==> src/rtl/frac_div_pkg.sv <==
package frac_div_pkg;

    localparam int DIGIT_W   = 4;
    localparam int DIGIT_MAX = 9;
    localparam int DECADE    = 10;
    localparam int DCNT_W    = $clog2(DECADE);

    typedef logic [DIGIT_W-1:0] bcd_t;
    typedef logic [DCNT_W-1:0]  dcnt_t;

    // Output of one decade stage: its own pulse and its wrap to the next stage
    typedef struct packed {
        logic fire;
        logic carry;
    } stage_out_t;

    // Swallow path: captured request, then resynchronised copy that holds
    typedef struct packed {
        logic latched;
        logic synced;
    } swallow_st_t;

    // Codes above nine behave as nine
    function automatic bcd_t clamp_bcd(input bcd_t d);
        return (int'(d) > DIGIT_MAX) ? bcd_t'(DIGIT_MAX) : d;
    endfunction

    // Spreads d hits evenly over 'slots' positions; slot c hits when the
    // running product crosses a multiple of 'slots'
    function automatic logic spread_hit(input int c, input int d, input int slots);
        return (((c + 1) * d) / slots) != ((c * d) / slots);
    endfunction

endpackage

==> src/rtl/frac_div_decade.sv <==
module frac_div_decade
    import frac_div_pkg::*;
#(
    parameter int PATTERN = DECADE
) (
    input  logic       clk,
    input  logic       rst,
    input  logic       step,
    input  bcd_t       digit,
    output stage_out_t out
);

    dcnt_t pos;
    localparam dcnt_t LAST = dcnt_t'(DECADE - 1);

    always_ff @(posedge clk) begin
        if (rst) begin
            pos <= '0;
        end else if (step) begin
            pos <= (pos == LAST) ? '0 : pos + dcnt_t'(1);
        end
    end

    always_comb begin
        out.carry = step && (pos == LAST);
        out.fire  = step && (int'(pos) < PATTERN)
                    && spread_hit(int'(pos), int'(digit), PATTERN);
    end

    AST_DIGIT_RANGE: assert property (@(posedge clk) disable iff (rst)
        int'(digit) <= DIGIT_MAX);

    AST_POS_RANGE: assert property (@(posedge clk) disable iff (rst)
        pos <= LAST);

endmodule

==> src/rtl/frac_div_ratemul.sv <==
module frac_div_ratemul
    import frac_div_pkg::*;
#(
    parameter int STAGES = 2
) (
    input  logic clk,
    input  logic rst,
    input  logic tick,
    input  bcd_t digits [STAGES],
    output logic fire
);

    logic [STAGES-1:0] fires;
    logic [STAGES-1:0] carries;

    for (genvar i = 0; i < STAGES; i++) begin : g_stage
        logic       step_i;
        stage_out_t so;
        if (i == 0) begin : g_first
            assign step_i = tick;
        end else begin : g_next
            assign step_i = carries[i-1];
        end
        // Every stage but the last keeps its final slot free for the wrap
        frac_div_decade #(
            .PATTERN((i == STAGES - 1) ? DECADE : DECADE - 1)
        ) u_decade (
            .clk   (clk),
            .rst   (rst),
            .step  (step_i),
            .digit (digits[i]),
            .out   (so)
        );
        assign fires[i]   = so.fire;
        assign carries[i] = so.carry;
    end

    assign fire = |fires;

    AST_NO_COINCIDE: assert property (@(posedge clk) disable iff (rst)
        $onehot0(fires));

    if (STAGES >= 2) begin : g_chk
        AST_WRAP_CHAIN: assert property (@(posedge clk) disable iff (rst)
            carries[STAGES-1] |-> carries[STAGES-2]);
    end

    AST_FIRE_ON_TICK: assert property (@(posedge clk) disable iff (rst)
        fire |-> tick);

endmodule

==> src/rtl/frac_div_swallow.sv <==
module frac_div_swallow
    import frac_div_pkg::*;
(
    input  logic clk,
    input  logic rst,
    input  logic fire,
    output logic hold
);

    swallow_st_t st;

    always_ff @(posedge clk) begin
        if (rst) begin
            st <= '0;
        end else if (hold) begin
            st <= '0;
        end else begin
            st.synced <= st.latched;
            if (fire) begin
                st.latched <= 1'b1;
            end
        end
    end

    assign hold = st.synced;

    AST_HOLD_SINGLE: assert property (@(posedge clk) disable iff (rst)
        hold |=> !hold);

    AST_FIRE_NOT_IN_HOLD: assert property (@(posedge clk) disable iff (rst)
        hold |-> !fire);

endmodule

==> src/rtl/frac_div_counter.sv <==
module frac_div_counter #(
    parameter int N_W = 4
) (
    input  logic           clk,
    input  logic           rst,
    input  logic [N_W-1:0] n_eff,
    input  logic           hold,
    output logic           tc
);

    localparam logic [N_W-1:0] ONE = {{(N_W-1){1'b0}}, 1'b1};

    logic [N_W-1:0] count;
    logic           at_end;

    assign at_end = (count == n_eff - ONE);
    assign tc     = at_end && !hold;

    always_ff @(posedge clk) begin
        if (rst) begin
            count <= '0;
        end else if (!hold) begin
            count <= at_end ? '0 : count + ONE;
        end
    end

    AST_CNT_RANGE: assert property (@(posedge clk) disable iff (rst)
        count <= n_eff - ONE);

    AST_HOLD_FREEZES: assert property (@(posedge clk) disable iff (rst)
        hold |=> $stable(count));

endmodule

==> src/rtl/frac_div_top.sv <==
module frac_div_top
    import frac_div_pkg::*;
#(
    parameter int N_W   = 4,
    parameter int N_MIN = 2
) (
    input  logic           clk,
    input  logic           rst,
    input  logic [N_W-1:0] div_n,
    input  logic [3:0]     frac_tenths,
    input  logic [3:0]     frac_hundredths,
    output logic           div_out,
    output logic           swallow
);

    localparam int STAGES = 2;
    localparam logic [N_W-1:0] N_FLOOR = N_W'(N_MIN);

    logic [N_W-1:0] n_eff;
    bcd_t           digits [STAGES];
    logic           tc;
    logic           fire;
    logic           hold;

    assign n_eff     = (div_n < N_FLOOR) ? N_FLOOR : div_n;
    assign digits[0] = clamp_bcd(frac_tenths);
    assign digits[1] = clamp_bcd(frac_hundredths);

    frac_div_counter #(.N_W(N_W)) u_counter (
        .clk   (clk),
        .rst   (rst),
        .n_eff (n_eff),
        .hold  (hold),
        .tc    (tc)
    );

    frac_div_ratemul #(.STAGES(STAGES)) u_ratemul (
        .clk    (clk),
        .rst    (rst),
        .tick   (tc),
        .digits (digits),
        .fire   (fire)
    );

    frac_div_swallow u_swallow (
        .clk  (clk),
        .rst  (rst),
        .fire (fire),
        .hold (hold)
    );

    always_ff @(posedge clk) begin
        if (rst) begin
            div_out <= 1'b0;
        end else begin
            div_out <= tc;
        end
    end

    assign swallow = hold;

    AST_PULSE_WIDTH: assert property (@(posedge clk) disable iff (rst)
        div_out |=> !div_out);

    AST_SWALLOW_AFTER_PULSE: assert property (@(posedge clk) disable iff (rst)
        swallow |-> $past(div_out));

    AST_N_FLOOR: assert property (@(posedge clk) disable iff (rst)
        n_eff >= N_FLOOR);

endmodule

==> config.mk <==
export PLATFORM = sky130hd
export DESIGN_NAME = frac_div_top
export DESIGN_NICKNAME = d
export VERILOG_FILES = /design/src/rtl/frac_div_pkg.sv /design/src/rtl/frac_div_decade.sv /design/src/rtl/frac_div_ratemul.sv /design/src/rtl/frac_div_swallow.sv /design/src/rtl/frac_div_counter.sv /design/src/rtl/frac_div_top.sv
export SDC_FILE = /design/constraint.sdc
export NUM_CORES = 1
export LEC_CHECK = 0
export ABC_AREA = 0
export BUFFER_PORTS_ARGS = -buffer_cell sky130_fd_sc_hd__clkbuf_2
export CAP_MARGIN = 20
export CORE_MARGIN = 2
export CORE_UTILIZATION = 40
export CTS_CLUSTER_SIZE = 10
export DETAILED_ROUTE_END_ITERATION = 10
export GPL_ROUTABILITY_DRIVEN = 0
export GPL_TIMING_DRIVEN = 0
export PLACE_DENSITY = 0.65
export SYNTH_ARGS = -nofsm -noshare
export SYNTH_HDL_FRONTEND = slang
export SYNTH_SLANG_ARGS = --single-unit
==> constraint.sdc <==
create_clock -name clk -period 11.5 [get_ports clk]
set_input_delay 1.725 -clock clk [delete_from_list [all_inputs] [get_ports clk]]
set_output_delay 1.725 -clock clk [all_outputs]
set_load 0.1 [all_outputs]
Word level (Yosys, flattened, before mapping). Cells that the tools add are included.

Input bits: 14. Word-level logic and storage cells: 45. Output and inout bits: 2. Register bits after elaboration: 15.

Eq/ne operators: 5. Reduce and logical (&&, ||, !) cells: 9. $add $sub $neg: 6. $lt $le $gt $ge: 5. Mux-type cells: 6. $mul: 4. Divide/modulo/power cells: 4.

Operators with widths (number): 32-bit by 5-bit divider with 32-bit output, second input constant (4); 32-bit inequality test (2); 4-bit 2-to-1 mux (6); 5-bit by 4-bit multiplier with 9-bit output (2); 4-bit by 4-bit multiplier with 8-bit output (2); 4-bit by 1-bit adder with 4-bit output, second input constant (3); 4-bit by 1-bit adder with 5-bit output, second input constant (2); 4-bit == test, second input constant (2); 4-bit > comparator, second input constant (2); 4-bit less-than comparator, second input constant (2); 1-bit logical AND (6); 4-bit == test (1); 4-bit by 2-bit less-than comparator with 1-bit output, second input constant (1); 2-bit OR reduction (2); 4-bit by 1-bit subtractor with 4-bit output, second input constant (1); 1-bit zero test (1).

Logic depth before layout (Yosys ltp).
Word-level depth: 9. Gate-level depth with buffers: 37. Depth with buffers taken out: 34.

By module. Synthesis repeated with hierarchy kept, for this count alone.

Cell total of the unflattened synthesis: 1032. Area total of the unflattened synthesis: 7465.9 um^2.

Modules (own cells, without submodules): frac_div_decade (u_ratemul.g_stage[0].u_decade) (instances 1, area an instance 3857.4 um^2, seq. area each 80.1 um^2, cells an instance 546); frac_div_decade (u_ratemul.g_stage[1].u_decade) (instances 1, area an instance 3159.3 um^2, seq. area each 80.1 um^2, cells an instance 437); frac_div_counter (instances 1, area an instance 271.5 um^2, seq. area each 80.1 um^2, cells an instance 27); frac_div_top (instances 1, area an instance 105.1 um^2, seq. area each 20.0 um^2, cells an instance 16); frac_div_swallow (instances 1, area an instance 66.3 um^2, seq. area each 40.0 um^2, cells an instance 5); frac_div_ratemul (instances 1, area an instance 6.3 um^2, seq. area each 0.0 um^2, cells an instance 1).

Worst setup path after synthesis. OpenSTA, ideal clock, no wires.

Path type: input-to-reg. Start: in frac_tenths[3]. End: reg u_swallow.st[1] (netlist bit). Arrival time: 8.810 ns. Buffers on the path: 2. Stages on the path: 31. Setup time: 0.103 ns. Data required time: 11.397 ns. Path slack: 2.587 ns. Cells stage by stage: clkbuf_1 nand2b_1 nor2_1 fa_1 inv_1 fa_1 inv_1 ha_1 buf_6 o21ai_0 nand2b_1 nand2_1 inv_2 ha_1 nor4_2 nor3_1 or3b_1 a21oi_4 xnor2_2 nand2_1 o221ai_1 a21oi_1 ha_1 or4_1 nand3_1 o211ai_1 or2_4 mux2i_1 a211oi_1 xor2_1 a2111oi_2.

Word-level cells in the longest chain between the ends: 7. Elaborated cells on any way between the ends: 9. Those cells by class: mul (2); div (2); order compare (1); eq/ne (1); mux (1); reduce/logical (2).

RTL lines: start, declared (line frac_div_top.sv:10) `input logic [3:0] frac_tenths,`; 4-bit > comparator (line frac_div_pkg.sv:25) `return (int'(d) > DIGIT_MAX) ? bcd_t'(DIGIT_MAX) : d;`; 4-bit 2-to-1 mux * (line frac_div_pkg.sv:25); 5-bit by 4-bit multiplier with 9-bit output / 4-bit by 4-bit multiplier with 8-bit output (equally long branches) (line frac_div_pkg.sv:31) `return (((c + 1) * d) / slots) != ((c * d) / slots);`; 32-bit by 5-bit divider with 32-bit output (line frac_div_pkg.sv:31); 32-bit inequality test * (line frac_div_pkg.sv:31); 1-bit logical AND * (line frac_div_decade.sv:27) `&& spread_hit(int'(pos), int'(digit), PATTERN);`; 2-bit OR reduction * (line frac_div_ratemul.sv:38) `assign fire = |fires;`; end, declared (line frac_div_swallow.sv:10) `swallow_st_t st;`.

Mark *: on every way between the ends. The rest lies on a longest branch, timed or not. A chain may end at the register's enable or synchronous reset.

Worst setup path in the final report. Same ends and word-level chain as after synthesis.

==> out/qor.txt <==
DP HPWL: 13,600 um
Synth Warn #: 0
Hold Buf Count CTS: 0
Worst skew pair latency: 0.24 ns
Fmax: 102 MHz
H-tree levels: 1
CP endpoint kind: flip-flop
Num ports: 16
Crit start category: input port
Power, Total: 234 uW
Mean Syn Cell Area: 7.02 sq um
Global-route wire length before repair: 29,100 um
Final Hold Fails: 0
Most common cell after layout, fill and taps aside: nor2_1
First-pass DRT Iterations: 5
#FFs+latches synth: 15
Hold WS: 0.530 ns
Initial antenna violation count: 0
Critical Path AT: 9.97 ns
Area Growth Syn to Fin: 6.31%
Netlist cell types: 101
Slew margin rel.: 28.1%
N_diodes: 0
Largest net degree at the start of global routing: 11
Slowest cell delay on critical path: 0.55 ns
Final period util: 85.4%
CP bufs+invs: 6
Crit path max-delay family: simple AND/OR/NAND/NOR gates
Tmin final: 9.82 ns
Vias: 7,233
# setup viols final: 0
Layout cell share with drive strength beyond 1: 8.59%
Post-synth EDFFs: 0
CTS tree: yes
ANT nets after route: 0
Final TNS setup: 0 ns
Synth async-reset ratio: 0%
Gr usage total: 18.3%
Total core area: 0.0166 sq mm
RSZ-0062 raised after global routing: false
Skew final: 0.00213 ns
Peak VDD IR: 0.0454 mV
# rows: 47
Static leakage: 0.00309 uW
Max-Cap Viols: 0
Total global routing overflow: 0
Design area: 0.00725 sq mm
Mapped Nets: 1,072
Hold depth: 1
Number of vias per cell: 5.98
Syn Inst Count: 971
Cell area after placement: 0.00716 sq mm
# port buffers: 14
# nets final: 1,092
Num CTS Buffers: 3
WP data required: 11.65 ns
DRT Wirelength: 16,900 um
Worst Tran Pin Value: 1.07 ns
R2R depth: 32
Status: complete, no violations
Stages on worst setup path: 32
Slowest CP cell: or4_1
Pwr dens: 32.3 mW/mm^2
Netlist Area Pre-Place: 0.00682 sq mm
Setup Fix Bufs, Post-CTS: 0
Clock sinks: 15
Wirelength per Cell: 14.0 um
DRC viols: 0
Crit Path Class: input port to flip-flop
Main flop type after synthesis: dfxtp_1
Total die area: 0.0181 sq mm
Initial DRC Count: 508
Top cell by count, worst path: ha_1
CTS resizes: 0
Vert. Die Dim: 135 um
Tightest Hold Check Type: flip-flop to flip-flop
Post-synthesis sequential area ratio: 4.40%
Post-layout util: 43.6%
Largest fanout on the critical path: 10
Most frequent cells in the layout: nor2_1, nand2_1, ha_1, inv_1, o21ai_0
Vias in the first global route: 6,490
Initial Util: 41.0%
Slew Viols, Final: 0
Clock slew seen by the registers of the worst setup and hold paths: 0.05 ns
CTS Buffer Depth: 2
Clock root cell: clkbuf_16
Die X: 135 um
-- state kept, by name, summed over array words and instances (netlist names) --
signal	count
u_counter.count	4
u_swallow.st	1
u_swallow.hold	1
u_ratemul.g_stage.u_decade.pos	8
div_out	1
-- power breakdown --
part           switching, uW  internal (uW)
clock network           21.1           46.4
registers               3.13           54.8
logic                   68.0           40.6
-- kinds of logic (layout without fill, tap and decap cells) --
logic type      after synthesis  count (layout)  synth area share (%)
xor+xnor                     40              40                  5.52
mux                          10              10                  1.54
buf+inv                      99             118                  5.71
fa+ha+maj                    91              91                  18.8
compound gates              314             314                  34.1
flops                        15              15                  4.40
simple gates                402             402                  30.0
-- synthesized netlist by cell type (5+ instances only) --
master       n  share of area, %
nor3b_1      5              0.55
or3_1        7              0.64
o21ai_1      8              0.59
a31oi_1     17               1.6
a311oi_1     8               1.0
nand4_1     11               1.0
inv_1       61               3.4
nor2b_1     18               1.7
nor3_1      29               2.1
nand3_1     27               2.0
a211o_1      9               1.2
xor2_1      16               2.1
a21o_1       6              0.66
nor4_1      10              0.92
and2_1      24               2.2
o21ai_0     58               4.3
nor2_1     110               6.1
ha_1        67                12
fa_1        20               5.9
a21oi_1     54               4.0
o31ai_1      5              0.55
mux2i_1      6              0.88
a2111oi_0    7              0.90
a311o_1      5              0.73
o22ai_1      6              0.55
a22oi_1      8              0.88
nand2_1     82               4.5
or2_2       17               1.6
o21a_1      15               1.7
nand2b_1    24               2.2
xnor2_1     22               2.8
and3_1      15               1.4
o211ai_1    16               1.8
dfxtp_1     15               4.4
clkbuf_1    29               1.6
a211oi_1    18               2.0
-- layer usage --
metal / vias up / routed length (um) / GRT usage (%)
met2: 169 / 7850 / 31.1
li1: 3659 / - / -
met4: 0 / 198 / 3.22
met3: 20 / 513 / 0.563
met1: 3385 / 8390 / 26.3
met5: - / 0 / 0
-- stage by stage --
stage          std cells  worst slack [ns]
3_5_place_dp        1205              1.49
4_1_cts             1209              1.72
5_1_grt             1210             0.918
3_3_place_gp        1205              1.45
2_1_floorplan        971              2.59
6_report            1210              1.68
-- worst paths after layout --
path                endpoint                                 start  slack (ns)
min           u_swallow.hold                       u_swallow.st[1]        0.53
max          u_swallow.st[1]                        frac_tenths[3]        1.68
min reg2reg   u_swallow.hold                       u_swallow.st[1]        0.53
max reg2reg  u_swallow.st[1]  u_ratemul.g_stage[0].u_decade.pos[0]        2.48
-- final cells by class --
cell class                 instances  area [sq um]
inverter                          66           250
sequential                        15           300
fill                            1754          9390
buffer                            33           139
clock buffer                       3          75.1
tap                              220           275
clock inverter                     1          5.00
timing repair buffer              15          75.1
multi-input combinational        857          6130
(Power assumes the default switching activity.)
